**config.mk**
```make
export PLATFORM = sky130hd
export DESIGN_NAME = ffseq_top
export DESIGN_NICKNAME = d
export VERILOG_FILES = /design/src/rtl/ffseq_pkg.sv /design/src/rtl/ffseq_mode_dec.sv /design/src/rtl/ffseq_cr_test.sv /design/src/rtl/ffseq_ctrl.sv /design/src/rtl/ffseq_top.sv
export SDC_FILE = /design/constraint.sdc
export NUM_CORES = 1
export LEC_CHECK = 0
export BUFFER_PORTS_ARGS = -buffer_cell sky130_fd_sc_hd__buf_2
export CORE_UTILIZATION = 55
export DETAILED_ROUTE_END_ITERATION = 10
export PLACE_DENSITY = 0.81
export REMOVE_ABC_BUFFERS = 1
export SYNTH_ARGS = -nofsm -noshare
export SYNTH_HDL_FRONTEND = slang
export SYNTH_HIERARCHICAL = 1
export SYNTH_SLANG_ARGS = --single-unit
```
**constraint.sdc**
```tcl
create_clock -name clk -period 4.2 [get_ports clk]
set_input_delay 0.84 -clock clk [delete_from_list [all_inputs] [get_ports clk]]
set_output_delay 0.84 -clock clk [all_outputs]
set_load 0.005 [all_outputs]
```
**src/rtl/ffseq_pkg.sv**
```systemverilog
// Shared types for the fail-on-first element sequencer.
// Assumes a 4-bit condition result per element.
package ffseq_pkg;
    localparam int CR_BITS = 4;
    localparam int CRSEL_W = $clog2(CR_BITS);

    typedef enum logic [1:0] {
        OPC_ARITH = 2'b00,
        OPC_LDST  = 2'b01,
        OPC_CMP   = 2'b10,
        OPC_RSVD  = 2'b11
    } opclass_e;

    typedef enum logic [1:0] {
        MK_PLAIN = 2'b00,
        MK_SAT   = 2'b01,
        MK_STOP  = 2'b10,
        MK_RSVD  = 2'b11
    } modekind_e;

    typedef enum logic [1:0] {
        S_IDLE = 2'b00,
        S_RUN  = 2'b01,
        S_FIN  = 2'b10
    } seq_state_e;

    typedef struct packed {
        logic               mem_stop;
        logic               data_stop;
        logic               inv;
        logic [CRSEL_W-1:0] crsel;
    } seq_cfg_t;
endpackage

```
**src/rtl/ffseq_mode_dec.sv**
```systemverilog
// Mode decoder: turns the mode word, record flag and operation class into
// the early-stop controls. Purely combinational; inputs sampled by the caller.
module ffseq_mode_dec
    import ffseq_pkg::*;
(
    input  logic [4:0] mode,
    input  logic       rc,
    input  logic [1:0] opc,
    output seq_cfg_t   cfg
);
    modekind_e kind;
    logic      makes_cr;
    logic      is_mem;

    // Decode the class bits and derive which early-stop variant applies.
    always_comb begin
        kind          = modekind_e'(mode[4:3]);
        is_mem        = (opc == OPC_LDST);
        makes_cr      = rc || (opc == OPC_CMP);
        cfg.mem_stop  = (kind == MK_STOP) && is_mem;
        cfg.data_stop = (kind == MK_STOP) && makes_cr && !is_mem;
        cfg.inv       = mode[2];
        cfg.crsel     = mode[CRSEL_W-1:0];
    end
endmodule

```
**src/rtl/ffseq_cr_test.sv**
```systemverilog
// Condition tester: picks one bit of the element's condition result and
// optionally inverts it. Assumes sel is always within range.
module ffseq_cr_test #(
    parameter  int NBITS = 4,
    localparam int SW    = $clog2(NBITS)
) (
    input  logic [NBITS-1:0] cr,
    input  logic [SW-1:0]    sel,
    input  logic             inv,
    output logic             hit
);
    // Select and optionally invert the tested bit.
    always_comb hit = cr[sel] ^ inv;
endmodule

```
**src/rtl/ffseq_ctrl.sv**
```systemverilog
// Sequencer control: accepts a start when idle, steps element indices one
// at a time on each status handshake, applies trap / truncation rules and
// emits a one-cycle done with the final length. Synchronous active-low reset.
module ffseq_ctrl
    import ffseq_pkg::*;
#(
    parameter int VLW = 7
) (
    input  logic           clk,
    input  logic           rst_n,
    input  logic           start,
    input  logic [VLW-1:0] vl_in,
    input  seq_cfg_t       cfg_in,
    input  logic           stat_valid,
    input  logic           stat_exc,
    input  logic           cr_hit,
    output seq_cfg_t       cfg_q,
    output logic [VLW-1:0] elem_idx,
    output logic           elem_req,
    output logic           trap_req,
    output logic [VLW-1:0] vl_out,
    output logic           done
);
    seq_state_e     state_q;
    logic [VLW-1:0] idx_q;
    logic [VLW-1:0] vl_q;
    logic [VLW-1:0] vlo_q;
    logic           trap_q;
    logic           last_elem;
    logic           trap_now;
    logic           trunc_now;

    // Classify the outcome of the element status presented this cycle.
    always_comb begin
        last_elem = (idx_q == (vl_q - 1'b1));
        trap_now  = stat_exc && !(cfg_q.mem_stop && (idx_q != '0));
        trunc_now = (stat_exc && !trap_now) ||
                    (!stat_exc && cfg_q.data_stop && cr_hit);
    end

    // Main state machine: capture, step, terminate, report.
    always_ff @(posedge clk) begin
        if (!rst_n) begin
            state_q <= S_IDLE;
            idx_q   <= '0;
            vl_q    <= '0;
            vlo_q   <= '0;
            trap_q  <= 1'b0;
            cfg_q   <= '0;
        end else begin
            case (state_q)
                S_IDLE: begin
                    if (start) begin
                        cfg_q  <= cfg_in;
                        vl_q   <= vl_in;
                        idx_q  <= '0;
                        trap_q <= 1'b0;
                        if (vl_in == '0) begin
                            vlo_q   <= '0;
                            state_q <= S_FIN;
                        end else begin
                            state_q <= S_RUN;
                        end
                    end
                end
                S_RUN: begin
                    if (stat_valid) begin
                        if (trap_now) begin
                            trap_q  <= 1'b1;
                            vlo_q   <= vl_q;
                            state_q <= S_FIN;
                        end else if (trunc_now) begin
                            vlo_q   <= idx_q;
                            state_q <= S_FIN;
                        end else if (last_elem) begin
                            vlo_q   <= vl_q;
                            state_q <= S_FIN;
                        end else begin
                            idx_q <= idx_q + 1'b1;
                        end
                    end
                end
                S_FIN: begin
                    trap_q  <= 1'b0;
                    state_q <= S_IDLE;
                end
                default: state_q <= S_IDLE;
            endcase
        end
    end

    // Drive the outputs from registered state.
    always_comb begin
        elem_idx = idx_q;
        elem_req = (state_q == S_RUN);
        done     = (state_q == S_FIN);
        trap_req = trap_q;
        vl_out   = vlo_q;
    end

    p_req_hold_r1: assert property (@(posedge clk) disable iff (!rst_n)
        (elem_req && !stat_valid) |=> (elem_req && $stable(elem_idx)));

    p_idx_range_r1: assert property (@(posedge clk) disable iff (!rst_n)
        elem_req |-> (elem_idx < vl_q));

    p_zero_vl_r2: assert property (@(posedge clk) disable iff (!rst_n)
        (state_q == S_IDLE && start && vl_in == '0) |=>
            (done && !elem_req && vl_out == '0));

    p_busy_start_r3: assert property (@(posedge clk) disable iff (!rst_n)
        (state_q != S_IDLE && start) |=> $stable(vl_q));

    p_mem_trap0_r5: assert property (@(posedge clk) disable iff (!rst_n)
        (elem_req && stat_valid && stat_exc && cfg_q.mem_stop && elem_idx == '0) |=>
            (done && trap_req && vl_out == $past(vl_q)));

    p_mem_trunc_r6: assert property (@(posedge clk) disable iff (!rst_n)
        (elem_req && stat_valid && stat_exc && cfg_q.mem_stop && elem_idx != '0) |=>
            (done && !trap_req && vl_out == $past(elem_idx)));

    p_data_trunc_r8: assert property (@(posedge clk) disable iff (!rst_n)
        (elem_req && stat_valid && !stat_exc && cfg_q.data_stop && cr_hit) |=>
            (done && !trap_req && vl_out == $past(elem_idx)));

    p_done_pulse_r11: assert property (@(posedge clk) disable iff (!rst_n)
        done |=> !done);

    p_trap_with_done_r11: assert property (@(posedge clk) disable iff (!rst_n)
        trap_req |-> done);
endmodule

```
**src/rtl/ffseq_top.sv**
```systemverilog
// Fail-on-first element sequencer top: decodes the mode from the inputs,
// hands it to the control FSM at start, and tests each element's condition
// result with the captured selection. Synchronous active-low reset.
module ffseq_top
    import ffseq_pkg::*;
#(
    parameter  int MAX_VL = 64,
    localparam int VLW    = $clog2(MAX_VL + 1)
) (
    input  logic               clk,
    input  logic               rst_n,
    input  logic               start,
    input  logic [VLW-1:0]     vl_in,
    input  logic [4:0]         mode_in,
    input  logic               rc_in,
    input  logic [1:0]         opclass_in,
    output logic [VLW-1:0]     elem_idx,
    output logic               elem_req,
    input  logic               stat_valid,
    input  logic               stat_exc,
    input  logic [CR_BITS-1:0] stat_cr,
    output logic               trap_req,
    output logic [VLW-1:0]     vl_out,
    output logic               done
);
    seq_cfg_t cfg_dec;
    seq_cfg_t cfg_q;
    logic     cr_hit;

    ffseq_mode_dec u_dec (
        .mode (mode_in),
        .rc   (rc_in),
        .opc  (opclass_in),
        .cfg  (cfg_dec)
    );

    ffseq_cr_test #(.NBITS(CR_BITS)) u_crt (
        .cr  (stat_cr),
        .sel (cfg_q.crsel),
        .inv (cfg_q.inv),
        .hit (cr_hit)
    );

    ffseq_ctrl #(.VLW(VLW)) u_ctrl (
        .clk        (clk),
        .rst_n      (rst_n),
        .start      (start),
        .vl_in      (vl_in),
        .cfg_in     (cfg_dec),
        .stat_valid (stat_valid),
        .stat_exc   (stat_exc),
        .cr_hit     (cr_hit),
        .cfg_q      (cfg_q),
        .elem_idx   (elem_idx),
        .elem_req   (elem_req),
        .trap_req   (trap_req),
        .vl_out     (vl_out),
        .done       (done)
    );
endmodule

```
==> flow_metrics.env <==
export IMPL_numCtsBuffers=5
export IMPL_cts_tree="built"
export IMPL_final_setup_tns_ps=0
export IMPL_die_area_um2=3480
export IMPL_worst_pin_slew_ps=766
export IMPL_ir_worst_vdd_mv=0.200
export IMPL_fin_cells=301
export IMPL_leakagePower_nw=0.810
export IMPL_dieWidth_um=59.0
export IMPL_rrSetupSlack_ps=1480
export IMPL_synth_yosys_warnings=6
export IMPL_area_growth_pct=13.3
export IMPL_status="completed"
export IMPL_insertion_delay_ps=330
export IMPL_hold_path_class="flip-flop to flip-flop"
export IMPL_dp_cells=294
export IMPL_power_density_nw_per_um2=303
export IMPL_overflow=0
export IMPL_wl_um=4070
export IMPL_arrival_ps=3020
export IMPL_final_nets=284
export IMPL_start_util=0.581
export IMPL_clock_sinks=29
export IMPL_gp_congestion=0.869
export IMPL_wl_per_cell_um=13.5
export IMPL_dr_first_iter_drc_count=136
export IMPL_htreeDepth=2
export IMPL_setup_viol=0
export IMPL_syn_area_um2=1790
export IMPL_rsz0062_at_grt="false"
export IMPL_relSlewSlack=0.488
export IMPL_synth_most_common_cell="nand2_1"
export IMPL_r2r_end="u_ctrl/vl_out[3]"
export IMPL_synth_edf_count=0
export IMPL_hold_violations=0
export IMPL_ys_ff_latch=29
export IMPL_whs_ps=461
export IMPL_critPathRequiredTime_ps=4460
export IMPL_pre_cts_ws_ps=1170
export IMPL_ys_flop_type="dfxtp_1"
export IMPL_post_cts_setup_buffers=0
export IMPL_antenna_left=0
export IMPL_worst_setup_path_start_kind="input pin"
export IMPL_clockBufferDepth=2
export IMPL_num_antenna_cells=0
export IMPL_finalMaxSlewViolations=0
export IMPL_clk_pin_slew_worst_paths_ps=90
export IMPL_grt_max_degree=20
export IMPL_yosys_area_top_type="dfxtp_1"
export IMPL_worst_setup_path_type="input pin to flip-flop"
export IMPL_ys_seq_area_frac=0.325
export IMPL_min_from="u_ctrl/vl_out[1]"
export IMPL_post_cts_resized=0
export IMPL_avgSynthCellArea_um2=8.02
export IMPL_max_cap_violations=0
export IMPL_coreArea_um2=3080
export IMPL_max_freq_mhz=361
export IMPL_first_pass_iters=5
export IMPL_fin_skew_ps=3.40
export IMPL_end_kind="flip-flop"
export IMPL_synthDominantCellAreaShare=0.325
export IMPL_viasPerCell=5.60
export IMPL_post_route_period_util=0.659
export IMPL_grt_antenna_before_repair=0
export IMPL_min_path_cells=2
export IMPL_drive_gt1_frac=0.253
export IMPL_setup_slack_ps=1430
export IMPL_cts_hold_buf=0
export IMPL_place_hpwl_um=2960
export IMPL_grt_first_pass_wirelength_um=6820
export IMPL_reg2reg_from="u_ctrl/vl_q[0]"
export IMPL_num_rows=20
export IMPL_holdPathEnd="u_ctrl/vl_out[1]"
export IMPL_r2r_cells=7
export IMPL_track_usage=0.268
export IMPL_async_reset_ff_frac=0
export IMPL_die_h_um=59.0
export IMPL_ys_types=52
export IMPL_io_buffers=40
export IMPL_drc=0
export IMPL_yosys_top_cells_count="48 x nand2_1, 29 x dfxtp_1, 19 x a21oi_1"
export IMPL_synthTopCellsByArea="dfxtp_1 32%, nand2_1 10%, a21oi_1 5.3%"
export IMPL_cts_root_buf="clkbuf_4"
export IMPL_ioPinCount=41
export IMPL_grt_pass1_vias=1485
export IMPL_vias=1686
export IMPL_layout_min_cycle_time_ps=2770
export IMPL_syn_inst=223
export IMPL_cp_max_fo=8
==> how the worst max path moves through the flow <==
stage	from	to	slack (ps)
2_1_floorplan	stat_cr[3]	u_ctrl/elem_idx[4]	1280
3_3_place_gp	stat_cr[3]	u_ctrl/elem_idx[4]	1220
3_5_place_dp	stat_cr[3]	u_ctrl/elem_idx[4]	1170
4_1_cts	u_ctrl/vl_q[0]	u_ctrl/vl_out[3]	1480
5_1_grt	stat_cr[3]	u_ctrl/elem_idx[4]	1330
6_report	stat_cr[3]	u_ctrl/elem_idx[4]	1430
==> registers in the layout, indices dropped and copies added (netlist names) <==
name             count
u_ctrl/cfg_q         5
u_ctrl/vl_out        7
u_ctrl/vl_q          7
u_ctrl/state_q       2
u_ctrl/trap_req      1
u_ctrl/elem_idx      7
==> metrics by stage <==
step / area, µm² / util / power (mW)
after detailed placement: 1970 / 0.640 / 0.447
final: 2030 / 0.658 / 0.614
after CTS: 2030 / 0.658 / 0.620
after global routing: 2030 / 0.658 / 0.652
after floorplan: 1710 / - / 0.404
after global placement: 1970 / 0.640 / 0.446
==> critical path, stage by stage <==
cell and delay, ps:
buf_2 90, mux4_2 460, xor2_1 150, a21oi_1 230, nand3_1 110, a21oi_1 170
buf_4 170, nand4_1 110, or4_2 580, o21ai_0 100
==> logic make-up (layout without fill, tap and decap cells) <==
kind of cell / Yosys count / count (layout) / synth area share
XOR/XNOR: 8 / 8 / 0.0392
AND/OR/NAND/NOR: 101 / 101 / 0.274
multiplexers: 15 / 15 / 0.0945
buffers and inverters: 21 / 55 / 0.0595
flip-flops: 29 / 29 / 0.325
adder cells (fa/ha/maj): 4 / 4 / 0.0273
AO/OA/AOI/OAI: 45 / 45 / 0.181
==> metal layers <==
layer	vias to the layer above	global-route usage	share of wire
li1	850	-	-
met1	769	0.359	0.46
met2	60	0.399	0.46
met3	7	0.0677	0.062
met4	0	0.136	0.014
met5	-	0	0
==> cell usage in the layout (no fill, tap or decap), types with 6 or more instances in the layout <==
cell	netlist	layout
dfxtp_1	29	29
o21ai_0	8	8
mux2i_1	9	9
nor2_1	13	13
a21oi_1	19	19
nand2_1	48	48
buf_2	0	40
inv_1	7	7
nand3_1	8	8
xnor2_1	6	6
==> area by class of cell <==
| class | count | area, µm² |
|---|---|---|
| fillers | 299 | 1050 |
| clock buffers | 7 | 55.1 |
| multi-input cells | 173 | 1100 |
| flip-flops and latches | 29 | 581 |
| inverters | 7 | 26.3 |
| repair buffers | 41 | 208 |
| well taps | 44 | 55.1 |
==> where the power goes <==
part	total, mW	leakage [nW]	internal (mW)	switching [mW]
clock	0.172	0.0314	0.0788	0.0928
combinational	0.138	0.543	0.0595	0.0787
sequential	0.304	0.236	0.287	0.0171
Note: power is estimated with default switching activity, not from simulation.
